### src/rtl/loc_arb_pkg.sv
package loc_arb_pkg;
  // access byte bit positions (behaviour depends on them)
  localparam int ACC_VALID  = 7;
  localparam int ACC_ACTIVE = 5;
  localparam int ACC_SEIZED = 4;
  localparam int ACC_SEIZE  = 3;
  localparam int ACC_PEND   = 2;
  localparam int ACC_REQ    = 1;
  localparam int ACC_EST    = 0;
  localparam int ACC_W      = 8;
  typedef logic [ACC_W-1:0] acc_byte_t;
endpackage

### src/rtl/loc_arb_next.sv
module loc_arb_next
  import loc_arb_pkg::*;
#(
  parameter int NUM_LOC = 5,
  parameter int LOC_W   = 3
) (
  input  logic               wr_en,
  input  logic [LOC_W-1:0]   wr_loc,
  input  acc_byte_t          wr_data,
  input  logic               cur_valid,
  input  logic [LOC_W-1:0]   cur_owner,
  input  logic [NUM_LOC-1:0] cur_req,
  input  logic [NUM_LOC-1:0] cur_seized,
  output logic               nxt_valid,
  output logic [LOC_W-1:0]   nxt_owner,
  output logic [NUM_LOC-1:0] nxt_req,
  output logic [NUM_LOC-1:0] nxt_seized
);
  logic hit;
  logic unused_bits;
  assign unused_bits = ^{wr_data[7:6], wr_data[ACC_PEND], wr_data[ACC_EST]};
  assign hit = wr_en && (int'(wr_loc) < NUM_LOC);

  function automatic logic [LOC_W-1:0] top_req(input logic [NUM_LOC-1:0] r);
    logic [LOC_W-1:0] idx;
    idx = '0;
    for (int i = 0; i < NUM_LOC; i++) if (r[i]) idx = LOC_W'(i);
    return idx;
  endfunction

  always_comb begin
    nxt_valid  = cur_valid;
    nxt_owner  = cur_owner;
    nxt_req    = cur_req;
    nxt_seized = cur_seized;
    // 1: release by owner, hand over to highest waiter
    if (hit && wr_data[ACC_ACTIVE] && nxt_valid && nxt_owner == wr_loc) begin
      if (|nxt_req) begin
        nxt_owner          = top_req(nxt_req);
        nxt_req[nxt_owner] = 1'b0;
      end else begin
        nxt_valid = 1'b0;
        nxt_owner = '0;
      end
    end
    // 2: seize, only upward
    if (hit && wr_data[ACC_SEIZE]) begin
      if (!nxt_valid) begin
        nxt_valid       = 1'b1;
        nxt_owner       = wr_loc;
        nxt_req[wr_loc] = 1'b0;
      end else if (wr_loc > nxt_owner) begin
        nxt_seized[nxt_owner] = 1'b1;
        nxt_owner             = wr_loc;
        nxt_req[wr_loc]       = 1'b0;
      end
    end
    // 3: polite request
    if (hit && wr_data[ACC_REQ]) begin
      if (!nxt_valid) begin
        nxt_valid = 1'b1;
        nxt_owner = wr_loc;
      end else if (nxt_owner != wr_loc) begin
        nxt_req[wr_loc] = 1'b1;
      end
    end
    // 4: clear sticky seized flag
    if (hit && wr_data[ACC_SEIZED]) nxt_seized[wr_loc] = 1'b0;
  end
endmodule

### src/rtl/loc_arb_state.sv
module loc_arb_state #(
  parameter int NUM_LOC = 5,
  parameter int LOC_W   = 3
) (
  input  logic               clk,
  input  logic               rst,
  input  logic               nxt_valid,
  input  logic [LOC_W-1:0]   nxt_owner,
  input  logic [NUM_LOC-1:0] nxt_req,
  input  logic [NUM_LOC-1:0] nxt_seized,
  output logic               cur_valid,
  output logic [LOC_W-1:0]   cur_owner,
  output logic [NUM_LOC-1:0] cur_req,
  output logic [NUM_LOC-1:0] cur_seized
);
  always_ff @(posedge clk) begin
    if (rst) begin
      cur_valid  <= 1'b0;
      cur_owner  <= '0;
      cur_req    <= '0;
      cur_seized <= '0;
    end else begin
      cur_valid  <= nxt_valid;
      cur_owner  <= nxt_owner;
      cur_req    <= nxt_req;
      cur_seized <= nxt_seized;
    end
  end

  // an owner never also holds a request flag
  assert_owner_no_req_R8: assert property (@(posedge clk) disable iff (rst)
    cur_valid |-> !cur_req[cur_owner]);
  // nothing waits while the device is free
  assert_free_no_waiters_R8: assert property (@(posedge clk) disable iff (rst)
    !cur_valid |-> (cur_req == '0));
endmodule

### src/rtl/loc_arb_status.sv
module loc_arb_status
  import loc_arb_pkg::*;
#(
  parameter int NUM_LOC = 5,
  parameter int LOC_W   = 3
) (
  input  logic               clk,
  input  logic               rst,
  input  logic [LOC_W-1:0]   rd_loc,
  input  logic               cur_valid,
  input  logic [LOC_W-1:0]   cur_owner,
  input  logic [NUM_LOC-1:0] cur_req,
  input  logic [NUM_LOC-1:0] cur_seized,
  output acc_byte_t          rd_data
);
  acc_byte_t stat [NUM_LOC];

  for (genvar i = 0; i < NUM_LOC; i++) begin : g_stat
    logic [NUM_LOC-1:0] others;
    assign others = cur_req & ~(NUM_LOC'(1) << i);
    always_comb begin
      stat[i]             = '0;
      stat[i][ACC_VALID]  = 1'b1;
      stat[i][ACC_EST]    = 1'b1;
      stat[i][ACC_ACTIVE] = cur_valid && (int'(cur_owner) == i);
      stat[i][ACC_SEIZED] = cur_seized[i];
      stat[i][ACC_PEND]   = |others;
      stat[i][ACC_REQ]    = cur_req[i];
    end
  end

  always_ff @(posedge clk) begin
    if (rst) rd_data <= '0;
    else if (int'(rd_loc) < NUM_LOC) rd_data <= stat[rd_loc];
    else rd_data <= '0;
  end

  assert_fixed_bits_R2: assert property (@(posedge clk) disable iff (rst)
    (!$past(rst) && int'($past(rd_loc)) < NUM_LOC) |->
      (rd_data[ACC_VALID] && rd_data[ACC_EST] && !rd_data[6] && !rd_data[ACC_SEIZE]));
endmodule

### src/rtl/loc_owner_arb.sv
module loc_owner_arb
  import loc_arb_pkg::*;
#(
  parameter int NUM_LOC = 5,
  localparam int LOC_W  = (NUM_LOC > 1) ? $clog2(NUM_LOC) : 1
) (
  input  logic             clk,
  input  logic             rst,
  input  logic             wr_en,
  input  logic [LOC_W-1:0] wr_loc,
  input  logic [7:0]       wr_data,
  input  logic [LOC_W-1:0] rd_loc,
  output logic [7:0]       rd_data,
  output logic             owner_valid,
  output logic [LOC_W-1:0] owner_loc
);
  logic               nxt_valid, cur_valid;
  logic [LOC_W-1:0]   nxt_owner, cur_owner;
  logic [NUM_LOC-1:0] nxt_req, cur_req, nxt_seized, cur_seized;

  loc_arb_next #(.NUM_LOC(NUM_LOC), .LOC_W(LOC_W)) u_next (
    .wr_en(wr_en), .wr_loc(wr_loc), .wr_data(wr_data),
    .cur_valid(cur_valid), .cur_owner(cur_owner),
    .cur_req(cur_req), .cur_seized(cur_seized),
    .nxt_valid(nxt_valid), .nxt_owner(nxt_owner),
    .nxt_req(nxt_req), .nxt_seized(nxt_seized));

  loc_arb_state #(.NUM_LOC(NUM_LOC), .LOC_W(LOC_W)) u_state (
    .clk(clk), .rst(rst),
    .nxt_valid(nxt_valid), .nxt_owner(nxt_owner),
    .nxt_req(nxt_req), .nxt_seized(nxt_seized),
    .cur_valid(cur_valid), .cur_owner(cur_owner),
    .cur_req(cur_req), .cur_seized(cur_seized));

  loc_arb_status #(.NUM_LOC(NUM_LOC), .LOC_W(LOC_W)) u_status (
    .clk(clk), .rst(rst), .rd_loc(rd_loc),
    .cur_valid(cur_valid), .cur_owner(cur_owner),
    .cur_req(cur_req), .cur_seized(cur_seized),
    .rd_data(rd_data));

  assign owner_valid = cur_valid;
  assign owner_loc   = cur_owner;

  logic wr_ok;
  assign wr_ok = wr_en && (int'(wr_loc) < NUM_LOC);

  assert_free_grant_R3: assert property (@(posedge clk) disable iff (rst)
    (wr_ok && !cur_valid && (wr_data[ACC_REQ] || wr_data[ACC_SEIZE]))
      |=> (cur_valid && cur_owner == $past(wr_loc)));

  assert_seize_low_ignored_R5: assert property (@(posedge clk) disable iff (rst)
    (wr_ok && wr_data == 8'h08 && cur_valid && wr_loc <= cur_owner)
      |=> (cur_valid && $stable(cur_owner) && $stable(cur_req) && $stable(cur_seized)));

  assert_seize_marks_R6: assert property (@(posedge clk) disable iff (rst)
    (wr_ok && wr_data == 8'h08 && cur_valid && wr_loc > cur_owner)
      |=> (cur_seized[$past(cur_owner)] && cur_owner == $past(wr_loc)));

  assert_idle_hold_R8: assert property (@(posedge clk) disable iff (rst)
    !wr_en |=> ($stable(cur_valid) && $stable(cur_owner) && $stable(cur_req)));
endmodule

### config.mk
export PLATFORM = sky130hd
export DESIGN_NAME = loc_owner_arb
export DESIGN_NICKNAME = d
export VERILOG_FILES = /design/src/rtl/loc_arb_pkg.sv /design/src/rtl/loc_arb_next.sv /design/src/rtl/loc_arb_state.sv /design/src/rtl/loc_arb_status.sv /design/src/rtl/loc_owner_arb.sv
export SDC_FILE = /design/constraint.sdc
export NUM_CORES = 1
export LEC_CHECK = 0
export CAP_MARGIN = 20
export CORE_UTILIZATION = 54
export DETAILED_ROUTE_END_ITERATION = 8
export GPL_TIMING_DRIVEN = 0
export PLACE_DENSITY = 0.95
export SKIP_LAST_GASP = 1
export SYNTH_ARGS = -nofsm -noshare
export SYNTH_HDL_FRONTEND = slang
export SYNTH_SLANG_ARGS = --single-unit
### constraint.sdc
create_clock -name clk -period 7.05 [get_ports clk]
set_input_delay 0.705 -clock clk [delete_from_list [all_inputs] [get_ports clk]]
set_output_delay 0.705 -clock clk [all_outputs]
set_load 0.01 [all_outputs]
==> results.cfg <==
[critical_path]
arrival_ns = 4.36
critPathKind = in -> reg
cp_max_fo = 8
worst_r2r_path_depth = 13
r2r_end = u_state.cur_req[1]
required_ns = 7.23
cp-end-kind = flop
startpoint_type = primary input
r2r_slack_ns = 3.43
critPathLaunch = wr_loc[1]
r2r-start = u_state.cur_owner[2]

[min_path]
holdPathStages = 1
hp-class = reg -> reg
hp-start = u_state.cur_valid
hold-path-endpoint = u_status.rd_data[5]

[synthesis]
synthFlopType = dfxtp_1
synthXorXnorAreaFrac_pct = 3.73
ys_warn_count = 0
synth-edff-count = 0
ys_types = 56
synth_cells = 165
syn_avg_cell_area_sq_um = 8.34
async_reset_ff_share_pct = 0
synth_compound_gate_area_share_pct = 27.4
netlist_area_sq_um = 1380
synthAdderAreaFrac_pct = 1.82
synth_mux_area_share_pct = 6.27
synth-seq-area-share_pct = 27.6
synth-simple-area-share_pct = 25.5
synth_top_family_by_area = compound AO/OA/AOI/OAI gates
yosys_register_bits = 19

[global_route]
grt_pass1_wl_um = 5900
grt_pass1_vias = 1312
grt_usage_pct = 29.6
grt-ovfl-total = 0
grt_max_degree = 11
antenna_found_initial = 0

[power]
finalPower_mw = 0.229
power_leakage_nw = 0.593
worst_ir_drop_vdd_uv = 130
power.density_nw_per_um2 = 140

[timing]
setup_viol = 0
setup-tns-final_ns = 0
finClkSkew_ns = 0.0125
hold_viol_final = 0
relSlewSlack_pct = 56.1
finalMaxSlewViolations = 0
grt_setup_unrepaired = no
tightest_slew_ns = 0.652
finalCritPeriodShare_pct = 59.2
period_needed_ns = 4.17
timing.final.ws_setup_ns = 2.88
timing.fmax_mhz = 240

[finish]
syn_to_final_growth_pct = 18.5
layout.area.seq_sq_um = 380
fillers = 192
final_area_sq_um = 1630
num_antenna_cells = 0
final_cell_mix = clkdlybuf4s50_1 (19), dfxtp_1 (19), nor2_1 (15)
finalNetCount = 209
layout-drive-gt1-share_pct = 12.7
multi_input_area_sq_um = 897

[drt]
drt_wl_total_um = 3520
vias_per_cell = 6.41
ant_nets = 0
drt-initial-drc-count = 68
drtPass1Iterations = 5
drc_errors = 0
num_vias = 1391
wire_per_inst_um = 16.2

[clock_tree]
cts.hold.buffers_added = 0
ctsResizeCount = 0
clk_pin_slew_ns = 0.12
clk_path_buf_depth = 2
clockRootBuffer = clkbuf_4
cts_tree = yes
numCtsBuffers = 3
cts_setup_buffers = 0
ctsHtreeMaxLevel = 1
cts_sinks = 19
worstSkewPairLatency_ns = 0.31

[die]
dieArea_sq_um = 2750
initial_core_util_pct = 59.9
ioPinCount = 29
fp.dieW_um = 52.5
core_area_sq_um = 2300
fp-row-count = 17
die_y_um = 52.5

[placed_design]
placed_area_sq_um = 1610
port_buffers = 19
post-place-ws_ns = 2.66
dp_hpwl_um = 2790
place_congestion = 0.939

[flow_run]
cap_violations = 0

[run_status]
status = completed
worst max-delay path by stage:
stage | to | slack (ns) | cells after the start
2_1_floorplan | u_state.cur_req[1] | 3.63 | 13
3_3_place_gp | u_state.cur_req[1] | 2.79 | 13
3_5_place_dp | u_state.cur_req[1] | 2.66 | 13
4_1_cts | u_state.cur_req[1] | 2.96 | 13
5_1_grt | u_state.cur_req[1] | 2.57 | 13
6_report | u_state.cur_req[1] | 2.88 | 13
report_power, final:
group	leakage, nW	total, mW	switching (mW)	internal, mW
Sequential	0.154	0.112	0.00266	0.110
Combinational	0.424	0.0598	0.0342	0.0256
Clock	0.0150	0.0569	0.0349	0.0221
worst max-delay path, cell delays in order:
cell             delay, ns
clkdlybuf4s50_1       0.57
o21ai_2               0.28
nand4_2               0.25
nor2_4                0.22
mux2i_1               0.38
inv_1                 0.17
ha_1                  0.30
nand2_1               0.07
o21ai_1               0.12
a2111oi_2             0.55
o41ai_1               0.19
o211ai_1              0.41
o22ai_1               0.12
cells in the mapped netlist, types with 3 or more instances:
cell	number	area [sq um]
o21ai_1	7	35.0
a31oi_1	4	25.0
a41oi_1	3	26.3
or4_1	3	22.5
inv_1	7	26.3
o21ai_0	5	25.0
and2_1	3	18.8
a21oi_1	6	30.0
buf_4	4	30.0
nand2_1	13	48.8
dfxtp_1	19	380
nor3_1	5	25.0
nor2_1	15	56.3
o211ai_1	3	22.5
nand3_1	8	40.0
xor2_1	4	35.0
mux2i_1	3	30.0
clkbuf_1	3	11.3
stage by stage:
step	hold slack [ns]	std cells	utilization, %
3_3_place_gp	0.513	213	69.9
5_1_grt	0.561	217	71.0
6_report	0.532	217	71.0
2_1_floorplan	0.464	166	-
3_5_place_dp	0.514	213	69.9
4_1_cts	0.536	217	71.0
logic make-up after synthesis:
logic type                 Yosys count
muxes                                6
and+or+nand+nor                     64
xor gates and xnor gates             5
DFF                                 19
AOI/OAI and AO/OA                   49
adders and majority gates            2
other                                1
buffers and inverters               19
cell type report:
cell class | instances | share of cell area, %
multi-input combinational | 128 | 55.0
sequential | 19 | 23.3
timing repair buffer | 19 | 11.7
buffer | 10 | 4.22
tap | 28 | 2.15
inverter | 9 | 2.07
clock buffer | 4 | 1.61
flip-flops by register name, summed over array words and instances, names as in the netlist:
| name | count |
|---|---|
| u_state.cur_owner | 3 |
| u_status.rd_data | 5 |
| u_state.cur_valid | 1 |
| u_state.cur_req | 5 |
| u_state.cur_seized | 5 |
routing by layer:
metal | up-vias | GRT usage (%) | share of wire [%]
li1 | 666 | - | -
met1 | 637 | 37.3 | 40
met2 | 78 | 48.1 | 49
met3 | 10 | 6.67 | 9.3
met4 | 0 | 12.3 | 1.7
met5 | - | 0 | 0
Note: power is estimated with default switching activity, not from simulation.
